## src/rtl/msi_pkg.sv

```systemverilog
package msi_pkg;

   localparam logic [5:0] CMD_POSTED_BYTE_WR = 6'b101000;
   localparam logic [2:0] KIND_EOI           = 3'b111;
   localparam int         IRQ_DWORDS         = 3;

   typedef struct packed {
      logic [7:0] vec;
      logic [2:0] kind;
      logic       eoi;
   } irq_evt_t;

   function automatic logic [31:0] irq_dword(
      input logic [1:0]  idx,
      input irq_evt_t    evt,
      input logic [7:0]  info_b2,
      input logic [23:0] info_hi,
      input logic [7:0]  addr_hi,
      input logic [7:0]  addr_mid
   );
      logic [31:0] d;
      case (idx)
         2'd0:    d = {info_b2, evt.vec, 6'h00, 4'h0, CMD_POSTED_BYTE_WR};
         2'd1:    d = {addr_hi, addr_mid, 8'h00, 2'b00, evt.eoi, evt.kind, 2'b00};
         default: d = {8'h00, info_hi};
      endcase
      return d;
   endfunction

endpackage

```

## src/rtl/msi_pw_fifo.sv

```systemverilog
module msi_pw_fifo #(
   parameter int DEPTH = 8,
   parameter int WIDTH = 33,
   localparam int AW = (DEPTH > 1) ? $clog2(DEPTH) : 1,
   localparam int CW = $clog2(DEPTH + 1)
) (
   input  logic             clk,
   input  logic             rst_n,
   input  logic             in_valid,
   output logic             in_ready,
   input  logic [WIDTH-1:0] in_data,
   output logic             out_valid,
   input  logic             out_ready,
   output logic [WIDTH-1:0] out_data,
   output logic [CW-1:0]    occ
);

   logic [WIDTH-1:0] mem [DEPTH];
   logic [AW-1:0]    wr_ptr;
   logic [AW-1:0]    rd_ptr;
   logic             push;
   logic             pop;

   assign in_ready  = (occ != CW'(DEPTH));
   assign out_valid = (occ != '0);
   assign out_data  = mem[rd_ptr];
   assign push      = in_valid && in_ready;
   assign pop       = out_valid && out_ready;

   function automatic logic [AW-1:0] bump(input logic [AW-1:0] p);
      return (p == AW'(DEPTH - 1)) ? '0 : p + 1'b1;
   endfunction

   always_ff @(posedge clk) begin
      if (push) mem[wr_ptr] <= in_data;
   end

   always_ff @(posedge clk or negedge rst_n) begin
      if (!rst_n) begin
         wr_ptr <= '0;
         rd_ptr <= '0;
         occ    <= '0;
      end else begin
         if (push) wr_ptr <= bump(wr_ptr);
         if (pop)  rd_ptr <= bump(rd_ptr);
         case ({push, pop})
            2'b10:   occ <= occ + 1'b1;
            2'b01:   occ <= occ - 1'b1;
            default: occ <= occ;
         endcase
      end
   end

endmodule

```

## src/rtl/msi_irq_slots.sv

```systemverilog
module msi_irq_slots
   import msi_pkg::*;
#(
   parameter int CW      = 4,
   parameter bit HOLD_EN = 1'b1
) (
   input  logic          clk,
   input  logic          rst_n,
   input  logic          evt_strobe,
   input  irq_evt_t      evt_in,
   input  logic [CW-1:0] occ,
   input  logic          pop,
   input  logic          retire,
   output logic          act_v,
   output irq_evt_t      act_evt,
   output logic          act_fence_zero,
   output logic          busy
);

   logic          evt_ok;
   logic [CW-1:0] fence_new;
   logic [CW-1:0] act_f;
   logic [CW-1:0] act_f_n;

   function automatic logic [CW-1:0] drain(input logic [CW-1:0] f, input logic p);
      return (p && f != '0) ? f - 1'b1 : f;
   endfunction

   assign evt_ok         = evt_strobe && (evt_in.kind != KIND_EOI);
   assign fence_new      = pop ? occ - 1'b1 : occ;
   assign act_f_n        = drain(act_f, pop);
   assign act_fence_zero = (act_f == '0);

   generate
      if (HOLD_EN) begin : g_hold
         logic          hold_v;
         irq_evt_t      hold_evt;
         logic [CW-1:0] hold_f;

         assign busy = hold_v;

         always_ff @(posedge clk or negedge rst_n) begin
            if (!rst_n) begin
               act_v    <= 1'b0;
               act_evt  <= '0;
               act_f    <= '0;
               hold_v   <= 1'b0;
               hold_evt <= '0;
               hold_f   <= '0;
            end else if (retire) begin
               hold_v <= 1'b0;
               if (hold_v) begin
                  act_v   <= 1'b1;
                  act_evt <= hold_evt;
                  act_f   <= drain(hold_f, pop);
               end else if (evt_ok) begin
                  act_v   <= 1'b1;
                  act_evt <= evt_in;
                  act_f   <= fence_new;
               end else begin
                  act_v <= 1'b0;
               end
            end else begin
               act_f  <= act_f_n;
               hold_f <= drain(hold_f, pop);
               if (evt_ok && !act_v) begin
                  act_v   <= 1'b1;
                  act_evt <= evt_in;
                  act_f   <= fence_new;
               end else if (evt_ok && !hold_v) begin
                  hold_v   <= 1'b1;
                  hold_evt <= evt_in;
                  hold_f   <= fence_new;
               end
            end
         end
      end else begin : g_single
         assign busy = act_v;

         always_ff @(posedge clk or negedge rst_n) begin
            if (!rst_n) begin
               act_v   <= 1'b0;
               act_evt <= '0;
               act_f   <= '0;
            end else if (retire) begin
               act_v <= 1'b0;
            end else begin
               act_f <= act_f_n;
               if (evt_ok && !act_v) begin
                  act_v   <= 1'b1;
                  act_evt <= evt_in;
                  act_f   <= fence_new;
               end
            end
         end
      end
   endgenerate

endmodule

```

## src/rtl/msi_out_arb.sv

```systemverilog
module msi_out_arb
   import msi_pkg::*;
#(
   parameter logic [7:0] ADDR_HI  = 8'hFD,
   parameter logic [7:0] ADDR_MID = 8'hF8
) (
   input  logic        clk,
   input  logic        rst_n,
   input  logic        fifo_valid,
   input  logic [32:0] fifo_data,
   output logic        fifo_pop,
   input  logic        act_v,
   input  logic        act_fence_zero,
   input  irq_evt_t    act_evt,
   input  logic [7:0]  cfg_info_b2,
   input  logic [23:0] cfg_info_hi,
   output logic        out_valid,
   input  logic        out_ready,
   output logic [31:0] out_dw,
   output logic        out_last,
   output logic        retire,
   output logic        sel_irq,
   output logic [1:0]  irq_idx
);

   localparam logic [1:0] LAST_IDX = 2'(IRQ_DWORDS - 1);

   logic in_pw;
   logic fire;

   assign sel_irq   = (irq_idx != 2'd0) || (!in_pw && act_v && act_fence_zero);
   assign out_valid = sel_irq || fifo_valid;
   assign out_dw    = sel_irq
                      ? irq_dword(irq_idx, act_evt, cfg_info_b2, cfg_info_hi, ADDR_HI, ADDR_MID)
                      : fifo_data[31:0];
   assign out_last  = sel_irq ? (irq_idx == LAST_IDX) : fifo_data[32];
   assign fire      = out_valid && out_ready;
   assign fifo_pop  = fire && !sel_irq;
   assign retire    = fire && sel_irq && (irq_idx == LAST_IDX);

   always_ff @(posedge clk or negedge rst_n) begin
      if (!rst_n) begin
         irq_idx <= 2'd0;
         in_pw   <= 1'b0;
      end else begin
         if (fire && sel_irq)
            irq_idx <= (irq_idx == LAST_IDX) ? 2'd0 : irq_idx + 2'd1;
         if (fifo_pop)
            in_pw <= !fifo_data[32];
      end
   end

endmodule

```

## src/rtl/msi_pkt_gen.sv

```systemverilog
module msi_pkt_gen
   import msi_pkg::*;
#(
   parameter int         PW_DEPTH = 8,
   parameter bit         HOLD_EN  = 1'b1,
   parameter logic [7:0] ADDR_HI  = 8'hFD,
   parameter logic [7:0] ADDR_MID = 8'hF8
) (
   input  logic        clk,
   input  logic        rst_n,
   input  logic        pw_valid,
   output logic        pw_ready,
   input  logic [31:0] pw_dw,
   input  logic        pw_last,
   input  logic        irq_strobe,
   input  logic [7:0]  irq_vector,
   input  logic [2:0]  irq_type,
   input  logic        irq_eoi_req,
   output logic        irq_busy,
   input  logic [7:0]  cfg_info_b2,
   input  logic [23:0] cfg_info_hi,
   output logic        out_valid,
   input  logic        out_ready,
   output logic [31:0] out_dw,
   output logic        out_last
);

   localparam int CW = $clog2(PW_DEPTH + 1);

   generate
      if (PW_DEPTH < 2) begin : g_bad_depth
         $error("PW_DEPTH must be at least 2");
      end
   endgenerate

   logic          fifo_valid;
   logic [32:0]   fifo_data;
   logic          fifo_pop;
   logic [CW-1:0] occ;
   logic          act_v;
   logic          act_fence_zero;
   irq_evt_t      act_evt;
   irq_evt_t      evt_in;
   logic          retire;
   logic          sel_irq;
   logic [1:0]    irq_idx;

   assign evt_in = '{vec: irq_vector, kind: irq_type, eoi: irq_eoi_req};

   msi_pw_fifo #(.DEPTH(PW_DEPTH), .WIDTH(33)) u_fifo (
      .clk       (clk),
      .rst_n     (rst_n),
      .in_valid  (pw_valid),
      .in_ready  (pw_ready),
      .in_data   ({pw_last, pw_dw}),
      .out_valid (fifo_valid),
      .out_ready (fifo_pop),
      .out_data  (fifo_data),
      .occ       (occ)
   );

   msi_irq_slots #(.CW(CW), .HOLD_EN(HOLD_EN)) u_slots (
      .clk            (clk),
      .rst_n          (rst_n),
      .evt_strobe     (irq_strobe),
      .evt_in         (evt_in),
      .occ            (occ),
      .pop            (fifo_pop),
      .retire         (retire),
      .act_v          (act_v),
      .act_evt        (act_evt),
      .act_fence_zero (act_fence_zero),
      .busy           (irq_busy)
   );

   msi_out_arb #(.ADDR_HI(ADDR_HI), .ADDR_MID(ADDR_MID)) u_arb (
      .clk            (clk),
      .rst_n          (rst_n),
      .fifo_valid     (fifo_valid),
      .fifo_data      (fifo_data),
      .fifo_pop       (fifo_pop),
      .act_v          (act_v),
      .act_fence_zero (act_fence_zero),
      .act_evt        (act_evt),
      .cfg_info_b2    (cfg_info_b2),
      .cfg_info_hi    (cfg_info_hi),
      .out_valid      (out_valid),
      .out_ready      (out_ready),
      .out_dw         (out_dw),
      .out_last       (out_last),
      .retire         (retire),
      .sel_irq        (sel_irq),
      .irq_idx        (irq_idx)
   );

endmodule

```

## config.mk

```make
export PLATFORM = sky130hd
export DESIGN_NAME = msi_pkt_gen
export DESIGN_NICKNAME = d
export VERILOG_FILES = /design/src/rtl/msi_pkg.sv /design/src/rtl/msi_pw_fifo.sv /design/src/rtl/msi_irq_slots.sv /design/src/rtl/msi_out_arb.sv /design/src/rtl/msi_pkt_gen.sv
export SDC_FILE = /design/constraint.sdc
export NUM_CORES = 1
export LEC_CHECK = 0
export BUFFER_PORTS_ARGS = -buffer_cell sky130_fd_sc_hd__buf_2
export CAP_MARGIN = 40
export CELL_PAD_IN_SITES_DETAIL_PLACEMENT = 1
export CELL_PAD_IN_SITES_GLOBAL_PLACEMENT = 2
export CORE_AREA = 2 2 231 233
export DETAILED_ROUTE_END_ITERATION = 8
export DIE_AREA = 0 0 233 235
export PLACE_DENSITY = 0.5
export SETUP_SLACK_MARGIN = 0.15
export SYNTH_ARGS = -nofsm -noshare
export SYNTH_HDL_FRONTEND = slang
export SYNTH_SLANG_ARGS = --single-unit
```

## constraint.sdc

```tcl
create_clock -name clk -period 7.9 [get_ports clk]
set_input_delay 1.185 -clock clk [delete_from_list [all_inputs] [get_ports clk]]
set_output_delay 1.185 -clock clk [all_outputs]
set_load 0.1 [all_outputs]
```

[Word level (Yosys, flattened, before mapping)]
Memories as Yosys holds them, arrays and structs flattened.
Cells that the tools add are included.
Word-level totals
  input bits: 82
  bits in writable memories: 264
  memories kept: 1
  output and inout port bits: 36
  register bits: 47
Memory list
  u_fifo.mem: words 8, width 33, read ports 1, clocked after memory_dff 0, write ports 1, RTL line msi_pw_fifo.sv:18  | logic [WIDTH-1:0] mem [DEPTH];
Operators by class
  eq/ne operators: 10
  muxes and demuxes: 29
  reductions and logical operators: 34
  bitwise gates (word level): 2
  $add $sub $neg: 7
Operators by type and width (count)
  32-bit case mux with 2 select lines: 1
  12-bit two-way mux: 4
  4-bit two-way mux: 9
  32-bit two-way mux: 1
  1-bit logical AND: 13
  4-bit nonzero test: 3
  4-bit by 1-bit subtractor with 4-bit output (second input constant): 3
  1-bit two-way mux: 10
  4-bit case mux with 2 select lines: 1
  2-bit nonzero test: 4
  3-bit by 1-bit adder with 3-bit output (second input constant): 2
  3-bit equality test (second input constant): 2
  3-bit two-way mux: 2
  2-bit AND reduction: 3
  1-bit logical NOT: 5
  4-bit by 1-bit adder with 4-bit output (second input constant): 1
  2-bit by 1-bit equality test with 1-bit output (second input constant): 2
  2-bit equality test (second input constant): 2
  4-bit logical NOT: 1
  4-bit != test (second input constant): 1
  3-bit by 1-bit != test with 1-bit output (second input constant): 1
  3-bit != test (second input constant): 1
  3-bit AND reduction: 1
  3-bit nonzero test: 1
  6 further kinds: 8

[Logic depth before layout (Yosys ltp)]
Gate-level depths: netlist of run 1.
  word-level depth: 11
  mapped depth: 9
  gate-level depth less buffers: 8

[Cells and area by module]
From an unflattened synthesis of run 1, not the netlist that was laid out.
Second synthesis, totals
  cell total of the unflattened synthesis: 735
  area total of the unflattened synthesis: 13238.9 um^2
By module, submodules not included
  msi_pw_fifo: area an instance 10667.7 um^2, seq. area each 8177.8 um^2, instances 1, cells an instance 449
  msi_irq_slots: area an instance 1794.2 um^2, seq. area each 850.8 um^2, instances 1, cells an instance 167
  msi_out_arb: area an instance 777.0 um^2, seq. area each 75.1 um^2, instances 1, cells an instance 119

[Least setup slack after synthesis of run 1]
Ideal clock, no wire load.
  path kind: reg-to-output
  from: reg u_slots.act_f[0]
  to: out out_dw[25]
  arrival: 6063 ps
  stages on the path, launching flop included: 7
  slack: 652 ps
  cell sequence: dfrtp_1 -> inv_1 -> ha_1 -> nor3b_4 -> nand2_4 -> clkbuf_1 -> a2111oi_0
Between the ends
  longest elaborated chain between the ends: 4
Ends and longest elaborated chain
  from (decl): RTL line msi_irq_slots.sv:22  | logic [CW-1:0] act_f;
  from (signal assigned): RTL line msi_irq_slots.sv:55  | act_f <= drain(hold_f, pop);
  from (signal assigned): RTL line msi_irq_slots.sv:59  | act_f <= fence_new;
  from (signal assigned): RTL line msi_irq_slots.sv:64  | act_f <= act_f_n;
  4-bit logical NOT: RTL line msi_irq_slots.sv:32  | assign act_fence_zero = (act_f == '0);
  1-bit logical AND: RTL line msi_out_arb.sv:31  | assign sel_irq = (irq_idx != 2'd0) || (!in_pw && act_v && act_fence_zero);
  1-bit logical OR: RTL line msi_out_arb.sv:31
  32-bit two-way mux: RTL line msi_out_arb.sv:34  | ? irq_dword(irq_idx, act_evt, cfg_info_b2, cfg_info_hi, ADDR_HI, ADDR_MID)
  to (decl): RTL line msi_pkt_gen.sv:24  | output logic [31:0] out_dw,
Every way passes these cells.

[Final worst setup path of run 1]
  from: reg u_fifo.rd_ptr[0]
  to: out out_dw[4]
Between the ends
  longest elaborated chain between the ends: 2
Ends and longest elaborated chain
  from (decl): RTL line msi_pw_fifo.sv:20  | logic [AW-1:0] rd_ptr;
  from (signal assigned): RTL line msi_pw_fifo.sv:45  | if (pop) rd_ptr <= bump(rd_ptr);
  memory read 8 x 33 bit
  32-bit two-way mux: RTL line msi_out_arb.sv:34
Every way passes these cells.

==> flow_summary.toml, run 1 <==
[clock_network]
tritoncts = "done"
cts.sinks = 311
cts.hold.buffers_added = 0
cts.clk_slew.worst_paths_ns = 0.05
worstSkewPairLatency_ns = 0.56
cts.root.buffer_cell = "sky130_fd_sc_hd__clkbuf_16"
post-cts-setup-buffer-count = 0
cts_buffer_depth = 3
ctsHtreeMaxLevel = 2
cts-resized-gates = 0
cts_made_buffers = 37

[synthesis]
mappedNetlistNets = 807
synthArstFlopShare = 0.151
synth_largest_type_area_fraction = 0.612
yosysMostFrequentCell = "sky130_fd_sc_hd__edfxtp_1"
post_synth_inst_count = 714
count_of_flip_flops_with_a_built_in_enable_after_synthesis = 264
synth_cell_types = 57
synth_top_flop_cell = "sky130_fd_sc_hd__edfxtp_1"
library_cell_with_the_largest_summed_area_after_synthesis = "sky130_fd_sc_hd__edfxtp_1"
synth.avg_cell_area_um2 = 18.1
synth.area.top_cells = "sky130_fd_sc_hd__edfxtp_1, sky130_fd_sc_hd__mux4_2, sky130_fd_sc_hd__dfrtp_1"
synth-warning-count = 0
synth.yosys.seq_area_share = 0.703
synth_common_cells = "sky130_fd_sc_hd__edfxtp_1, sky130_fd_sc_hd__mux4_2, sky130_fd_sc_hd__dfrtp_1"
synth_seq_cells = 311
post_synth_instance_area_um2 = 13000

[timing]
finalHoldViolations = 0
drv_slew = 0
layout_worst_path_cycle_share = 0.598
tightest_pin_transition_ns = 0.816
clock.fmax_mhz = 212
timing.final.setup_violations = 0
rsz0062_at_grt = "no"
layout_min_cycle_time_ns = 4.72
final.setup.tns_ns = 0
skew_ns = 0.0146
timing.max_slew.rel_slack = 0.456

[floorplan]
core_region_area_um2 = 52200
number_of_ports_placed_on_the_die_boundary = 118
initial_core_util = 0.248
die_area_um2 = 54800
fp.dieH_um = 235
die_w_um = 233
row_count = 84

[min_path]
hold-path-endpoint = "u_slots.g_hold.hold_evt[1]$_DFFE_PN0P_"
min_from = "u_slots.g_hold.hold_evt[1]$_DFFE_PN0P_"
hold_path_depth = 1
worst_hold_path_type = "reg2reg"

[grt]
antenna_found_initial = 2
first_global_vias = 7463
grt-ovfl-total = 0
grt_first_pass_wirelength_um = 50200
gr-usage-all-layers = 0.125
grt_start_max_net_pins = 53

[route]
vias_per_cell = 4.37
wl_per_cell_um = 21.4
detailedRoute.firstIterationViolations = 390
drt_pass1_iterations = 6
routed-via-count = 6858
routed_wl_um = 33700
route.antenna.remaining_nets = 0
drc = 0

[critical_path]
maximum_fanout_along_the_worst_path = 37
cp_data_arrival_time_ns = 3.54
critPathCaptureType = "primary output"
worstSetupStartpointType = "register"
timing.critical_path.from = "u_fifo.rd_ptr[0]$_DFFE_PN0P_"
crit-reg2reg-launch = "u_arb.irq_idx[0]$_DFFE_PN0N_"
worst-setup-path-type = "reg2out"
required_worst_endpoint_ns = 6.71
critical_path.reg2reg.endpoint = "u_fifo.occ[3]$_DFFE_PN0P_"
reg2reg_setup_slack_ns = 5.04
worstRegToRegCells = 6

[placement]
post-dp-hpwl_um = 19600
port_buffers = 117
gp_congestion = 0.689

[layout]
post_route_cells_drive_above_1_share = 0.333
area_growth_pct = 20.5
finalNetCount = 945

[outcome]
status = "finished, final reports clean"

[flow_run]
max-cap-violations = 0
final cells by class:
class                   instances  area, um^2
repair buffers                134         749
diodes                          1        2.50
well taps                     688         861
fillers                      5409       36600
clock buffers                  49         992
multi-input cells             357        3670
flip-flops and latches        311        9110
inverters                      11        41.3
clock inverters                19         185
stage by stage:
| step | cells | util | setup WS [ns] | hold WS (ns) | area (um^2) |
|---|---|---|---|---|---|
| global route | 1569 | 0.299 | 2.86 | 0.516 | 15600 |
| global placement | 1497 | 0.275 | 3.35 | 0.487 | 14400 |
| CTS | 1569 | 0.299 | 3.01 | 0.508 | 15600 |
| floorplan | 714 | - | 0.652 | 0.479 | 13000 |
| finish | 1570 | 0.299 | 3.18 | 0.503 | 15600 |
| detailed placement | 1501 | 0.276 | 3.61 | 0.495 | 14400 |
sequential cells by signal (all words and copies together), names as in the netlist:
name and cells:
u_slots.act_f 4, u_fifo.rd_ptr 3, u_fifo.wr_ptr 3, u_fifo.mem 264, u_slots.busy 1, u_arb.in_pw 1, u_fifo.occ 4, u_arb.irq_idx 2
u_slots.g_hold.hold_evt 12, u_slots.act_evt 12, u_slots.act_v 1, u_slots.g_hold.hold_f 4
layout by cell type (no fill, tap or decap), drive strengths merged, types with 2 or more instances in the layout:
cell type  Yosys  layout
clkinv         0      15
nor3           8       8
nand2b         3       3
nand3          5       5
nor2b          5       5
o22a           3       3
xnor2          5       5
nand2         29      29
clkbuf        12      49
ha            11      11
inv           11      12
o21a           4       4
o221ai         2       2
a2111oi        4       4
nor3b          4       4
o21ai         33      33
xor2           3       3
edfxtp       264     264
mux2i         46      46
or3            8       8
mux2          22      22
o22ai          4       4
mux4          66      66
nand3b         2       2
a22o           6       6
a21oi         29      29
a221oi         2       2
o211ai         2       2
and4b          2       2
dfrtp         47      47
nor2          34      34
buf           23     134
bufinv         0       3
worst max-delay path by stage:
| stage | endpoint | slack [ns] | cells after the start |
|---|---|---|---|
| floorplan | out_dw[25] | 0.65 | 6 |
| global placement | out_dw[29] | 3.35 | 4 |
| detailed placement | out_dw[4] | 3.61 | 5 |
| CTS | out_dw[4] | 3.01 | 5 |
| global route | out_dw[4] | 2.86 | 5 |
| finish | out_dw[4] | 3.18 | 5 |
worst max-delay path: stages (launching register included):
cell                      delay, ns
sky130_fd_sc_hd__dfrtp_4       0.93
sky130_fd_sc_hd__buf_4         0.69
sky130_fd_sc_hd__mux4_2        0.60
sky130_fd_sc_hd__mux2i_1       0.30
sky130_fd_sc_hd__a21oi_1       0.12
sky130_fd_sc_hd__buf_2         0.30
layer usage:
metal	track usage	part of all wire	wire length (um)	vias to the layer above
li1	-	-	-	3137
met1	0.172	0.47	15900	3546
met2	0.199	0.47	15800	123
met3	0.0269	0.041	1390	48
met4	0.0324	0.018	597	4
met5	0	0.00074	25	-
kinds of logic after synthesis:
family / synth area share
and+or+nand+nor: 0.0438
DFF: 0.703
buffers and inverters: 0.0178
AOI/OAI and AO/OA: 0.0504
adders and majority gates: 0.0106
xor gates and xnor gates: 0.00541
muxes: 0.169
Power of run 1 is not shown: default switching activity piles up to over one toggle a cycle in this logic, so the estimate is an artifact.
==> inputs of run 2 (changes only) <==
==> constraint.sdc (replaced) <==
create_clock -name clk -period 5 [get_ports clk]
set_input_delay 0.75 -clock clk [delete_from_list [all_inputs] [get_ports clk]]
set_output_delay 0.75 -clock clk [all_outputs]
set_load 0.1 [all_outputs]
==> flow_summary.toml, run 2 (same netlist as run 1, synthesis figures left out) <==
[layout]
filler_cell_count = 5395
final_design_area_no_fill_um2 = 15800
largest_register_ff_count = 264
finalNetCount = 953
area_growth_pct = 21.7
finalNonFillerCells = 1576
post_route_cells_drive_above_1_share = 0.344
mostFrequentLayoutCell = "sky130_fd_sc_hd__edfxtp_1"
largest-register = "u_fifo.mem"
biggestRegsByFlops = "u_fifo.mem x264, u_slots.act_evt x12, u_slots.g_hold.hold_evt x12"
mostFrequentLayoutCells = "sky130_fd_sc_hd__edfxtp_1, sky130_fd_sc_hd__buf_2, sky130_fd_sc_hd__mux4_2"

[grt]
use_met3 = 0.0258
gr-usage-all-layers = 0.129
use_met2 = 0.206
grt_start_max_net_pins = 41
grt_first_pass_wirelength_um = 52000
gr-usage-met1 = 0.177
antenna_found_initial = 5
gr-max-usage-layer = "met2"
first_global_vias = 7661
grt-ovfl-total = 0

[timing]
layout_worst_path_cycle_share = 0.848
timing.final.setup_violations = 0
drv_slew = 0
layout_min_cycle_time_ns = 4.24
timing.max_slew.rel_slack = 0.412
skew_ns = 0.0149
tightest_pin_transition_ns = 0.880
clock.fmax_mhz = 236
rsz0062_at_grt = "no"
fin_ws_ns = 0.761
finalHoldViolations = 0

[clock_network]
ctsHtreeMaxLevel = 2
cts.hold.buffers_added = 0
post-cts-setup-buffer-count = 0
cts.clk_slew.worst_paths_ns = 0.06
cts-resized-gates = 0
tritoncts = "done"
worstSkewPairLatency_ns = 0.55
cts.sinks = 311
cts.root.buffer_cell = "sky130_fd_sc_hd__clkbuf_16"
cts_buffer_depth = 3
cts_made_buffers = 37

[placement]
gp_congestion = 0.700
port_buffers = 117
dpl-instance-area_um2 = 14600
post-dp-hpwl_um = 21400
dpl_worst_slack_ns = 1.29
placed_insts = 1509

[route]
routed-via-count = 6998
routed_wl_um = 34700
detailedRoute.firstIterationViolations = 322
route.antenna.remaining_nets = 0
drc = 0
drt_pass1_iterations = 4
vias_per_cell = 4.44
wl_per_cell_um = 22.0

[critical_path]
crit-reg2reg-launch = "u_arb.irq_idx[1]$_DFFE_PN0N_"
cp_data_arrival_time_ns = 3.49
required_worst_endpoint_ns = 4.25
worst-setup-path-type = "reg2out"
worstSetupStartpointType = "register"
timing.critical_path.from = "u_slots.act_f[0]$_DFFE_PN0P_"
critPathCaptureType = "primary output"
maximum_fanout_along_the_worst_path = 24

[floorplan]
initial_core_util = 0.248
core_region_area_um2 = 52200
row_count = 84
fp.dieH_um = 235
die_w_um = 233
die_area_um2 = 54800
number_of_ports_placed_on_the_die_boundary = 118

[min_path]
worst_hold_path_type = "in2async"

[outcome]
status = "finished, final reports clean"

[flow_run]
max-cap-violations = 0
[run 2: cell types whose count changed in the layout (fill, tap and decap cells not counted), moves of 2 or more]
cell                        delta
sky130_fd_sc_hd__buf_12        +3
sky130_fd_sc_hd__clkinv_1      -3
sky130_fd_sc_hd__buf_4         +6
sky130_fd_sc_hd__clkbuf_1      -3
sky130_fd_sc_hd__bufinv_16     +2
[run 2: final timing paths]
check	slack, ns	endpoint	cells past startpoint
worst min-delay path	0.16	u_slots.g_hold.hold_evt[1]$_DFFE_PN0P_	1
worst max register to register	2.12	u_fifo.occ[3]$_DFFE_PN0P_	7
min in group clk	0.45	u_slots.g_hold.hold_evt[7]$_DFFE_PN0P_	2
worst max-delay path	0.76	out_dw[31]	8
max in group asynchronous	3.99	u_fifo.rd_ptr[0]$_DFFE_PN0P_	2
worst min register to register	0.51	u_slots.g_hold.hold_evt[9]$_DFFE_PN0P_	1
[run 2: critical path, stage by stage, from the launching register on]
cell and delay, ns:
sky130_fd_sc_hd__dfrtp_1 0.41, sky130_fd_sc_hd__inv_1 0.09, sky130_fd_sc_hd__ha_1 0.14, sky130_fd_sc_hd__nor3b_4 0.51, sky130_fd_sc_hd__nand2_4 0.33, sky130_fd_sc_hd__and2_4 0.34
sky130_fd_sc_hd__or3_1 0.40, sky130_fd_sc_hd__o21ai_1 0.21, sky130_fd_sc_hd__buf_2 0.49
[run 2: layout make-up]
| cell class | instances | area, um^2 | area share |
|---|---|---|---|
| clock inverters | 20 | 246 | 0.0156 |
| multi-input cells | 357 | 3680 | 0.234 |
| repair buffers | 142 | 863 | 0.0548 |
| flip-flops and latches | 311 | 9110 | 0.578 |
| diodes | 2 | 5.00 | 0.000317 |
| inverters | 11 | 41.3 | 0.00262 |
| clock buffers | 45 | 956 | 0.0606 |
| well taps | 688 | 861 | 0.0546 |
[run 2: per-stage QoR]
stage / setup TNS (ns) / util / hold WS [ns]
global placement: 0 / 0.277 / 0.489
detailed placement: 0 / 0.279 / 0.494
CTS: 0 / 0.302 / 0.143
floorplan: -0.415 / - / 0.454
global route: 0 / 0.302 / 0.173
finish: 0 / 0.302 / 0.162
[run 2: per-layer routing]
metal,vias up,wire length [um]
li1,3149,-
met1,3672,15900
met2,112,16700
met3,59,1300
met4,6,783
met5,-,33
Power of run 2 is left out for the same reason.
